<file path="config.mk">
export PLATFORM = sky130hd
export DESIGN_NAME = blk_xfer_engine
export DESIGN_NICKNAME = d
export VERILOG_FILES = /design/src/rtl/blk_xfer_pkg.sv /design/src/rtl/xfer_count.sv /design/src/rtl/xfer_rd_pack.sv /design/src/rtl/xfer_wr_split.sv /design/src/rtl/blk_xfer_engine.sv
export SDC_FILE = /design/constraint.sdc
export NUM_CORES = 1
export LEC_CHECK = 0
export BUFFER_PORTS_ARGS = -buffer_cell sky130_fd_sc_hd__clkbuf_2
export CAP_MARGIN = 20
export CORE_ASPECT_RATIO = 0.5
export CORE_MARGIN = 4
export CORE_UTILIZATION = 47
export CTS_CLUSTER_SIZE = 16
export DETAILED_ROUTE_END_ITERATION = 7
export PLACE_DENSITY = 0.81
export SYNTH_ARGS = -nofsm -noshare
export SYNTH_HDL_FRONTEND = slang
export SYNTH_SLANG_ARGS = --single-unit
</file>
<file path="constraint.sdc">
create_clock -name clk -period 1.7 [get_ports clk]
set_input_delay 0.17 -clock clk [delete_from_list [all_inputs] [get_ports clk]]
set_output_delay 0.17 -clock clk [all_outputs]
set_load 0.005 [all_outputs]
</file>
<file path="src/rtl/blk_xfer_pkg.sv">
package blk_xfer_pkg;
  localparam int unsigned BYTE_W = 8;
  localparam int unsigned WORD_W = 2 * BYTE_W;

  typedef enum logic {
    DIR_WR = 1'b0,
    DIR_RD = 1'b1
  } xfer_dir_e;

  typedef enum logic {
    HALF_LO = 1'b0,
    HALF_HI = 1'b1
  } half_e;
endpackage

</file>
<file path="src/rtl/xfer_count.sv">
module xfer_count #(
  parameter int unsigned LEN_W = 11
) (
  input  logic             clk,
  input  logic             rst_n,
  input  logic             len_we,
  input  logic [LEN_W-1:0] len_val,
  input  logic             cnt_we,
  input  logic [LEN_W-1:0] cnt_val,
  input  logic             step,
  output logic [LEN_W:0]   bytes_left,
  output logic [LEN_W:0]   blocks_left,
  output logic             last_byte,
  output logic             xfer_end
);
  localparam int unsigned CNT_W = LEN_W + 1;

  logic [CNT_W-1:0] len_q, nblk_q, bytes_q, blocks_q;
  logic [CNT_W-1:0] len_new, nblk_new;

  assign len_new  = {1'b0, len_val} + CNT_W'(1);
  assign nblk_new = {1'b0, cnt_val} + CNT_W'(1);

  assign last_byte   = (bytes_q == CNT_W'(1));
  assign xfer_end    = step && last_byte && (blocks_q == CNT_W'(1));
  assign bytes_left  = bytes_q;
  assign blocks_left = blocks_q;

  always_ff @(posedge clk) begin
    if (!rst_n) begin
      len_q    <= '0;
      nblk_q   <= '0;
      bytes_q  <= '0;
      blocks_q <= '0;
    end else if (len_we || cnt_we) begin
      if (len_we) begin
        len_q   <= len_new;
        bytes_q <= len_new;
      end
      if (cnt_we) begin
        nblk_q   <= nblk_new;
        blocks_q <= nblk_new;
        bytes_q  <= len_we ? len_new : len_q;
      end
    end else if (step) begin
      if (last_byte) begin
        bytes_q <= len_q;
        if (blocks_q == CNT_W'(1)) blocks_q <= nblk_q;
        else                       blocks_q <= blocks_q - CNT_W'(1);
      end else begin
        bytes_q <= bytes_q - CNT_W'(1);
      end
    end
  end
endmodule

</file>
<file path="src/rtl/xfer_rd_pack.sv">
module xfer_rd_pack
  import blk_xfer_pkg::*;
#(
  parameter int unsigned LVL_W = 6,
  parameter int unsigned THR_W = 5
) (
  input  logic              clk,
  input  logic              rst_n,
  input  logic              en,
  input  logic              restart,
  input  logic [LVL_W-1:0]  fifo_level,
  input  logic [THR_W-1:0]  af_level,
  input  logic              last_byte,
  input  logic              rx_valid,
  input  logic [BYTE_W-1:0] rx_data,
  output logic              rx_ready,
  output logic              take,
  output logic              push_valid,
  output logic [WORD_W-1:0] push_data
);
  half_e             half_q;
  logic [BYTE_W-1:0] lo_q;
  logic [LVL_W-1:0]  af_ext;
  logic              room;

  assign af_ext     = LVL_W'(af_level);
  assign room       = (fifo_level <= af_ext);
  assign rx_ready   = en && ((half_q == HALF_HI) || room);
  assign take       = rx_valid && rx_ready;
  assign push_valid = take && ((half_q == HALF_HI) || last_byte);
  assign push_data  = (half_q == HALF_HI) ? {rx_data, lo_q} : {{BYTE_W{1'b0}}, rx_data};

  always_ff @(posedge clk) begin
    if (!rst_n) begin
      half_q <= HALF_LO;
      lo_q   <= '0;
    end else if (restart) begin
      half_q <= HALF_LO;
    end else if (take) begin
      if (half_q == HALF_HI) begin
        half_q <= HALF_LO;
      end else begin
        lo_q   <= rx_data;
        half_q <= last_byte ? HALF_LO : HALF_HI;
      end
    end
  end
endmodule

</file>
<file path="src/rtl/xfer_wr_split.sv">
module xfer_wr_split
  import blk_xfer_pkg::*;
#(
  parameter int unsigned LVL_W = 6
) (
  input  logic              clk,
  input  logic              rst_n,
  input  logic              en,
  input  logic              restart,
  input  logic [LVL_W-1:0]  fifo_level,
  input  logic [WORD_W-1:0] pop_data,
  input  logic              last_byte,
  input  logic              tx_ready,
  output logic              tx_valid,
  output logic [BYTE_W-1:0] tx_data,
  output logic              send,
  output logic              pop
);
  half_e half_q;

  assign tx_valid = en && (fifo_level != '0);
  assign tx_data  = (half_q == HALF_HI) ? pop_data[WORD_W-1:BYTE_W] : pop_data[BYTE_W-1:0];
  assign send     = tx_valid && tx_ready;
  assign pop      = send && ((half_q == HALF_HI) || last_byte);

  always_ff @(posedge clk) begin
    if (!rst_n) begin
      half_q <= HALF_LO;
    end else if (restart) begin
      half_q <= HALF_LO;
    end else if (send) begin
      if (half_q == HALF_HI) half_q <= HALF_LO;
      else                   half_q <= last_byte ? HALF_LO : HALF_HI;
    end
  end
endmodule

</file>
<file path="src/rtl/blk_xfer_engine.sv">
module blk_xfer_engine
  import blk_xfer_pkg::*;
#(
  parameter int unsigned LEN_W = 11,
  parameter int unsigned LVL_W = 6,
  parameter int unsigned THR_W = 5
) (
  input  logic              clk,
  input  logic              rst_n,
  input  logic              cfg_len_we,
  input  logic [LEN_W-1:0]  cfg_len_val,
  input  logic              cfg_cnt_we,
  input  logic [LEN_W-1:0]  cfg_cnt_val,
  input  logic              xfer_start,
  input  logic              xfer_dir,
  output logic              xfer_active,
  output logic              xfer_done,
  output logic [LEN_W:0]    bytes_left,
  output logic [LEN_W:0]    blocks_left,
  input  logic [LVL_W-1:0]  fifo_level,
  input  logic [THR_W-1:0]  af_level,
  output logic              push_valid,
  output logic [WORD_W-1:0] push_data,
  input  logic [WORD_W-1:0] pop_data,
  output logic              pop_word,
  input  logic              card_rx_valid,
  output logic              card_rx_ready,
  input  logic [BYTE_W-1:0] card_rx_data,
  output logic              card_tx_valid,
  input  logic              card_tx_ready,
  output logic [BYTE_W-1:0] card_tx_data
);
  logic      active_q, done_q;
  xfer_dir_e dir_q;
  logic      en_rd, en_wr;
  logic      rx_take, tx_send, step;
  logic      last_byte, xfer_end;

  assign en_rd = active_q && (dir_q == DIR_RD);
  assign en_wr = active_q && (dir_q == DIR_WR);
  assign step  = rx_take || tx_send;

  xfer_count #(.LEN_W(LEN_W)) u_count (
    .clk         (clk),
    .rst_n       (rst_n),
    .len_we      (cfg_len_we),
    .len_val     (cfg_len_val),
    .cnt_we      (cfg_cnt_we),
    .cnt_val     (cfg_cnt_val),
    .step        (step),
    .bytes_left  (bytes_left),
    .blocks_left (blocks_left),
    .last_byte   (last_byte),
    .xfer_end    (xfer_end)
  );

  xfer_rd_pack #(.LVL_W(LVL_W), .THR_W(THR_W)) u_rd (
    .clk        (clk),
    .rst_n      (rst_n),
    .en         (en_rd),
    .restart    (xfer_start),
    .fifo_level (fifo_level),
    .af_level   (af_level),
    .last_byte  (last_byte),
    .rx_valid   (card_rx_valid),
    .rx_data    (card_rx_data),
    .rx_ready   (card_rx_ready),
    .take       (rx_take),
    .push_valid (push_valid),
    .push_data  (push_data)
  );

  xfer_wr_split #(.LVL_W(LVL_W)) u_wr (
    .clk        (clk),
    .rst_n      (rst_n),
    .en         (en_wr),
    .restart    (xfer_start),
    .fifo_level (fifo_level),
    .pop_data   (pop_data),
    .last_byte  (last_byte),
    .tx_ready   (card_tx_ready),
    .tx_valid   (card_tx_valid),
    .tx_data    (card_tx_data),
    .send       (tx_send),
    .pop        (pop_word)
  );

  always_ff @(posedge clk) begin
    if (!rst_n) begin
      active_q <= 1'b0;
      dir_q    <= DIR_WR;
      done_q   <= 1'b0;
    end else begin
      done_q <= xfer_end;
      if (xfer_start) begin
        active_q <= 1'b1;
        dir_q    <= xfer_dir_e'(xfer_dir);
      end else if (xfer_end) begin
        active_q <= 1'b0;
      end
    end
  end

  assign xfer_active = active_q;
  assign xfer_done   = done_q;
endmodule

</file>
Word-level counts from Yosys, hierarchy flattened --
Index checks and enable logic that the tools add are counted.
Storage, ports and cells: input port bits 65, bits in registers 61
Operators by class: $add $sub $neg 4, mux-type cells 18, eq/ne operators 4, bitwise logic cells 4, reduce and logical (&&, ||, !) cells 24, magnitude comparators 1
Operator list (count):
- 12-bit 2-to-1 mux | 11
- 11-bit by 1-bit adder with 12-bit output (second input constant) | 2
- 12-bit by 1-bit == test with 1-bit output (second input constant) | 2
- 12-bit by 1-bit subtractor with 12-bit output (second input constant) | 2
- 16-bit 2-to-1 mux | 1
- 1-bit logical AND | 10
- 8-bit 2-to-1 mux | 1
- 6-bit by 5-bit <= comparator with 1-bit output | 1
- 3-bit AND reduction | 2
- 2-bit nonzero test | 3
- 6-bit nonzero test | 1
- 1-bit logical OR | 5
- 1-bit 2-to-1 mux | 5
- 1-bit NOT | 4
- 2-bit AND reduction | 2
- 3-bit != test (second input constant) | 1
- 2-bit != test (second input constant) | 1
- 2-bit OR reduction | 1

Longest topological paths before layout --
depth in word-level cells 9, mapped depth 9, mapped depth without buffers 8

Modules after synthesis --
A second synthesis with hierarchy kept.
Unflattened totals: cell total of the unflattened synthesis 535, area total of the unflattened synthesis 4310.4 µm²
By module, submodules not included:
- xfer_count | sequential area each 960.9 µm², times used 1, cells an instance 401, area each 3141.8 µm²
- xfer_rd_pack | sequential area each 180.2 µm², times used 1, cells an instance 104, area each 870.8 µm²
- xfer_wr_split | sequential area each 20.0 µm², times used 1, cells an instance 19, area each 182.7 µm²
- blk_xfer_engine | sequential area each 60.1 µm², times used 1, cells an instance 11, area each 115.1 µm²

Worst setup path before layout --
No wires, ideal clock.
path type in2reg, start point input af_level[4], end point register u_count.blocks_q[4] (netlist: u_count.blocks_left[4]), path slack -0.164 ns, arrival 1.792 ns, setup time 0.072 ns, stages 9, path buffers 1, cell sequence inv_1 > ha_1 > and4b_1 > and3_4 > a311oi_2 > o21ai_2 > a21oi_2 > buf_6 > mux2i_1
Between the ends: longest elaborated chain between the ends 7
RTL lines:
- start: declaration | line blk_xfer_engine.sv:21 | input logic [THR_W-1:0] af_level,
- 6-bit by 5-bit <= comparator with 1-bit output | line xfer_rd_pack.sv:27 | assign room = (fifo_level <= af_ext);
- 1-bit logical OR | line xfer_rd_pack.sv:28 | assign rx_ready = en && ((half_q == HALF_HI) || room);
- 1-bit logical AND | line xfer_rd_pack.sv:28
- 1-bit logical AND | line xfer_rd_pack.sv:29 | assign take = rx_valid && rx_ready;
- 1-bit logical OR | line blk_xfer_engine.sv:41 | assign step = rx_take || tx_send;
- 2-bit nonzero test (no line)
- 3-bit AND reduction (no line)
- end signal: assignment | line xfer_count.sv:42 | blocks_q <= nblk_new;
- end signal: assignment | line xfer_count.sv:48 | if (blocks_q == CNT_W'(1)) blocks_q <= nblk_q;
- end signal: assignment | line xfer_count.sv:49 | else blocks_q <= blocks_q - CNT_W'(1);
- end: declaration | line xfer_count.sv:18 | logic [CNT_W-1:0] len_q, nblk_q, bytes_q, blocks_q;
Every way passes these cells. A chain may end at the register's enable or synchronous reset.

Worst setup path in the final report --
start point register u_count.bytes_q[1] (netlist: u_count.bytes_left[1]), end point output push_valid
Between the ends: longest elaborated chain between the ends 3
RTL lines:
- start: declaration | line xfer_count.sv:18
- start signal: assignment | line xfer_count.sv:38 | bytes_q <= len_new;
- start signal: assignment | line xfer_count.sv:43 | bytes_q <= len_we ? len_new : len_q;
- start signal: assignment | line xfer_count.sv:47 | bytes_q <= len_q;
- 12-bit by 1-bit == test with 1-bit output | line xfer_count.sv:24 | assign last_byte = (bytes_q == CNT_W'(1));
- 1-bit logical OR | line xfer_rd_pack.sv:30 | assign push_valid = take && ((half_q == HALF_HI) || last_byte);
- 1-bit logical AND | line xfer_rd_pack.sv:30
- end: declaration | line blk_xfer_engine.sv:22 | output logic push_valid,
Every way passes these cells.

==> run metrics <==
Starting Density about half; endpoint class of the critical path output port; initial antenna violation count 0; Clk pwr share a little over a third; vias after detailed routing about 4,400; wire per inst 16.52 um; vias in the first global route between 4,000 and 5,000; ys flop type dfxtp_1; Max FO, Critical Path 3; HP Class in -> reg; failing checks setup timing; area growth from synthesis to layout 46.98%; Comb pwr share around 30%; Worst EP required roughly 1.5 ns; GRT overflow 0; Sink Count 61; Mapped Cells between 400 and 500; Synth area leaders dfxtp_1 (31%), xnor2_1 (5.5%), nor2_1 (5.4%); worst vdd ir 0.7529 mV; synthesized flop and latch total 61; Syn Area/Cell roughly 8 um2; root buffer cell clkbuf_16; initial drt markers about 470; # IOs 119; setup slack, reg-to-reg -0.26 ns; Leakage 2.616 nW; Global Route Usage Sum 23.46%; Worst Setup Path Type reg -> out; max incr delay on CP ~0.32 ns; Die ar. 10,130 um2; Core Area a little over 8000 um2; Antenna diodes 0; routability cong. 0.8550; final hold violation count 0; Die Wd 138.4 um; placed cells ~760; fmax around 500 MHz; Final ANT Viol Nets 0; Via density between 5 and 6; Final Cycle Share 118.1%; fin nets 750; Synth warnings 0; end of the critical path push_valid; IO buf count between 100 and 150; row cnt 23; Crit. path cell count 8; RSZ-0062 raised after global routing true; nature of the critical path startpoint flop; r2r endpoint u_count.blocks_left[11]$_SDFFE_PN0P_; Fillers ~560; Synth cell types 58; Final Max Slew Viols 0; Seq pwr share between 30% and 40%; switching power 1.433 mW; Least-Margin Pin Slew 0.5511 ns; Die Y approximately 73 um; outcome complete, but fails checks; residual DRC count 0; H-tree depth 3; Cell Pwr Density roughly 800 nW/um2; worst setup margin -0.3075 ns; Reg2Reg Depth 9; Mapped Nets 570; Worst slew margin 63.22%; # setup viols final 28; clock buffer depth 2; Post-Route WL ~13 mm; hold-fix buffers at CTS 0; minimum clock period around 2 ns; Crit path arrival time 1.84 ns; hpwl dp ~8.6 mm; CP max-delay cell dfxtp_2; CP cell instances inv_2, ha_4, nor4b_4, buf_4, nand4_4, buf_6, a211oi_2, buf_2; largest net degree at the start of global routing between 40 and 50; Non-Filler Instances between 700 and 800; EDFF count, synth 0; post-synthesis cell area about 4000 um2; Layout Skew approximately 0.0045 ns; Fin Hold WS ~0.094 ns; largest area contributor in the netlist dfxtp_1; share of layout cells above drive strength 1 between 40% and 50%; clk_lat worst skew about 0.33 ns; clock tree from TritonCTS yes; switching part of the total power between 30 and 40%; global-route wire length before repair slightly below 20 mm; reg2reg start u_count.bytes_left[1]$_SDFFE_PN0P_; Clock transition at path regs approximately 0.05 ns; Seq/Total Area, Yosys between 30% and 40%; CP top delay family buffers and inverters; start point of the critical path u_count.bytes_left[1]$_SDFFE_PN0P_; Synth top area share between 30% and 40%; first-pass detailed-route iteration total 5; Int Power 3.268 mW; max_cap viols 0; async set-reset flop share out of synthesis 0%; sum of buffers and inverters on the critical path 4; number of CTS-inserted buffers 9
==> power groups by stage <==
stage	combinational, mW	sequential, mW	clock, mW
final	1.40	1.61	1.69
after global routing	1.51	1.61	1.78
after CTS	1.31	1.60	1.71
after detailed placement	1.17	1.63	0
after global placement	1.15	1.62	0
after floorplan	0.638	1.66	0
==> timing repair <==
item / 4_1_cts / 5_1_grt
setup buffers: 8 / 9
pin swaps: 14 / 20
gates resized for setup: 49 / 27
setup endpoints to repair: 25 / 36
==> cells by family (layout without fill, tap and decap cells) <==
group	Yosys count	count (layout)	share of synthesized area (%)
AOI/OAI and AO/OA	113	113	18.22
muxes	35	35	9.264
xor gates and xnor gates	33	33	7.230
DFF	61	61	30.55
buffers and inverters	45	230	4.726
adders and majority gates	11	11	3.443
and+or+nand+nor	196	196	26.57
==> per-stage QoR <==
| stage | worst slack (ns) | util, % | TNS, ns | power [mW] | area, um2 |
|---|---|---|---|---|---|
| floorplan | -0.01575 | - | -0.02272 | 2.297 | 4090 |
| global route | -0.3689 | 72.15 | -6.526 | 4.910 | 5876 |
| detailed placement | -0.2498 | 63.82 | -7.032 | 2.799 | 5197 |
| finish | -0.3075 | 72.15 | -3.886 | 4.702 | 5876 |
| CTS | -0.2648 | 70.47 | -1.861 | 4.612 | 5739 |
| global placement | -0.1924 | 63.82 | -5.150 | 2.774 | 5197 |
==> cells in the mapped netlist (2+ instances only) <==
master and count:
o21ai_1 5, or4_1 2, ha_1 11, a211oi_1 19, nand2b_1 2, or4_4 3
o31ai_1 3, nor4_1 4, mux2_2 16, a21o_1 2, a221oi_1 2, nor4_4 3
a31oi_1 6, and3_1 6, a21oi_1 30, dfxtp_1 61, o32ai_1 2, mux2i_1 19
o21ai_0 24, o2111ai_1 2, clkbuf_1 19, buf_1 3, nor3b_1 3, nor3_1 11
inv_1 16, buf_4 2, o211ai_1 5, nand3_1 19, nand4_1 5, o21a_1 2
or2_2 3, nand2_1 53, nand4_4 2, xnor2_1 25, xor2_1 8, buf_2 4
nor2b_1 4, o22ai_1 2, nor2_1 58, and2_1 10
==> flip-flops by register name, indices dropped and copies added, names as in the netlist <==
register / cells
u_count.nblk_q: 12
xfer_active: 1
u_count.len_q: 12
dir_q: 1
u_count.blocks_left: 12
xfer_done: 1
u_wr.half_q: 1
u_rd.lo_q: 8
u_rd.half_q: 1
u_count.bytes_left: 12
==> worst reg2reg max path, stage by stage, from the launching register on <==
cell	delay [ns]
dfxtp_2	0.32
inv_2	0.07
ha_4	0.13
nor4b_4	0.23
buf_4	0.19
nand4_4	0.10
buf_4	0.19
or4_1	0.41
o21ai_1	0.14
o21ai_1	0.09
==> how the worst min path moves through the flow <==
stage	from	endpoint	cells past startpoint
finish	cfg_cnt_val[0]	u_count.nblk_q[0]$_SDFFE_PN0P_	2
CTS	cfg_cnt_val[0]	u_count.nblk_q[0]$_SDFFE_PN0P_	2
global placement	xfer_dir	dir_q$_SDFFE_PN0P_	3
detailed placement	xfer_dir	dir_q$_SDFFE_PN0P_	3
floorplan	cfg_cnt_val[0]	u_count.nblk_q[0]$_SDFFE_PN0P_	1
global route	card_rx_data[7]	u_rd.lo_q[7]$_SDFFE_PN0P_	3
==> per-layer routing <==
| metal | GRT usage [%] | vias to the layer above | wire length (um) |
|---|---|---|---|
| met1 | 28.76 | 2089 | 5436 |
| li1 | - | 2132 | - |
| met3 | 4.843 | 35 | 726 |
| met4 | 8.981 | 0 | 381 |
| met2 | 41.41 | 177 | 6524 |
| met5 | 0 | - | 0 |
==> placed cells by master, fill, tap and decap left out, types with 6 or more instances in the layout <==
cell	instances
and3_1	6
dfxtp_1	53
o21ai_1	9
clkbuf_16	9
ha_1	6
mux2i_1	19
clkbuf_2	116
buf_4	68
xor2_1	8
xnor2_1	22
and2_1	9
a211oi_1	16
o21ai_0	16
dfxtp_2	8
buf_6	11
mux2_2	16
nor3_1	9
a21oi_1	27
nand2_1	52
a31oi_1	6
inv_1	11
nand3_1	18
nor2_1	54
nor4_4	8
==> cell type report <==
class / instances / area [um2] / area share (%)
Timing Repair Buffer: 198 / 1245 / 21.19
Sequential cell: 61 / 1231 / 20.95
Clock inverter: 4 / 22.52 / 0.3833
Multi-Input combinational cell: 388 / 2918 / 49.66
Inverter: 16 / 62.56 / 1.065
Clock buffer: 12 / 256.5 / 4.365
Tap cell: 112 / 140.1 / 2.385
(Power assumes the default switching activity.)
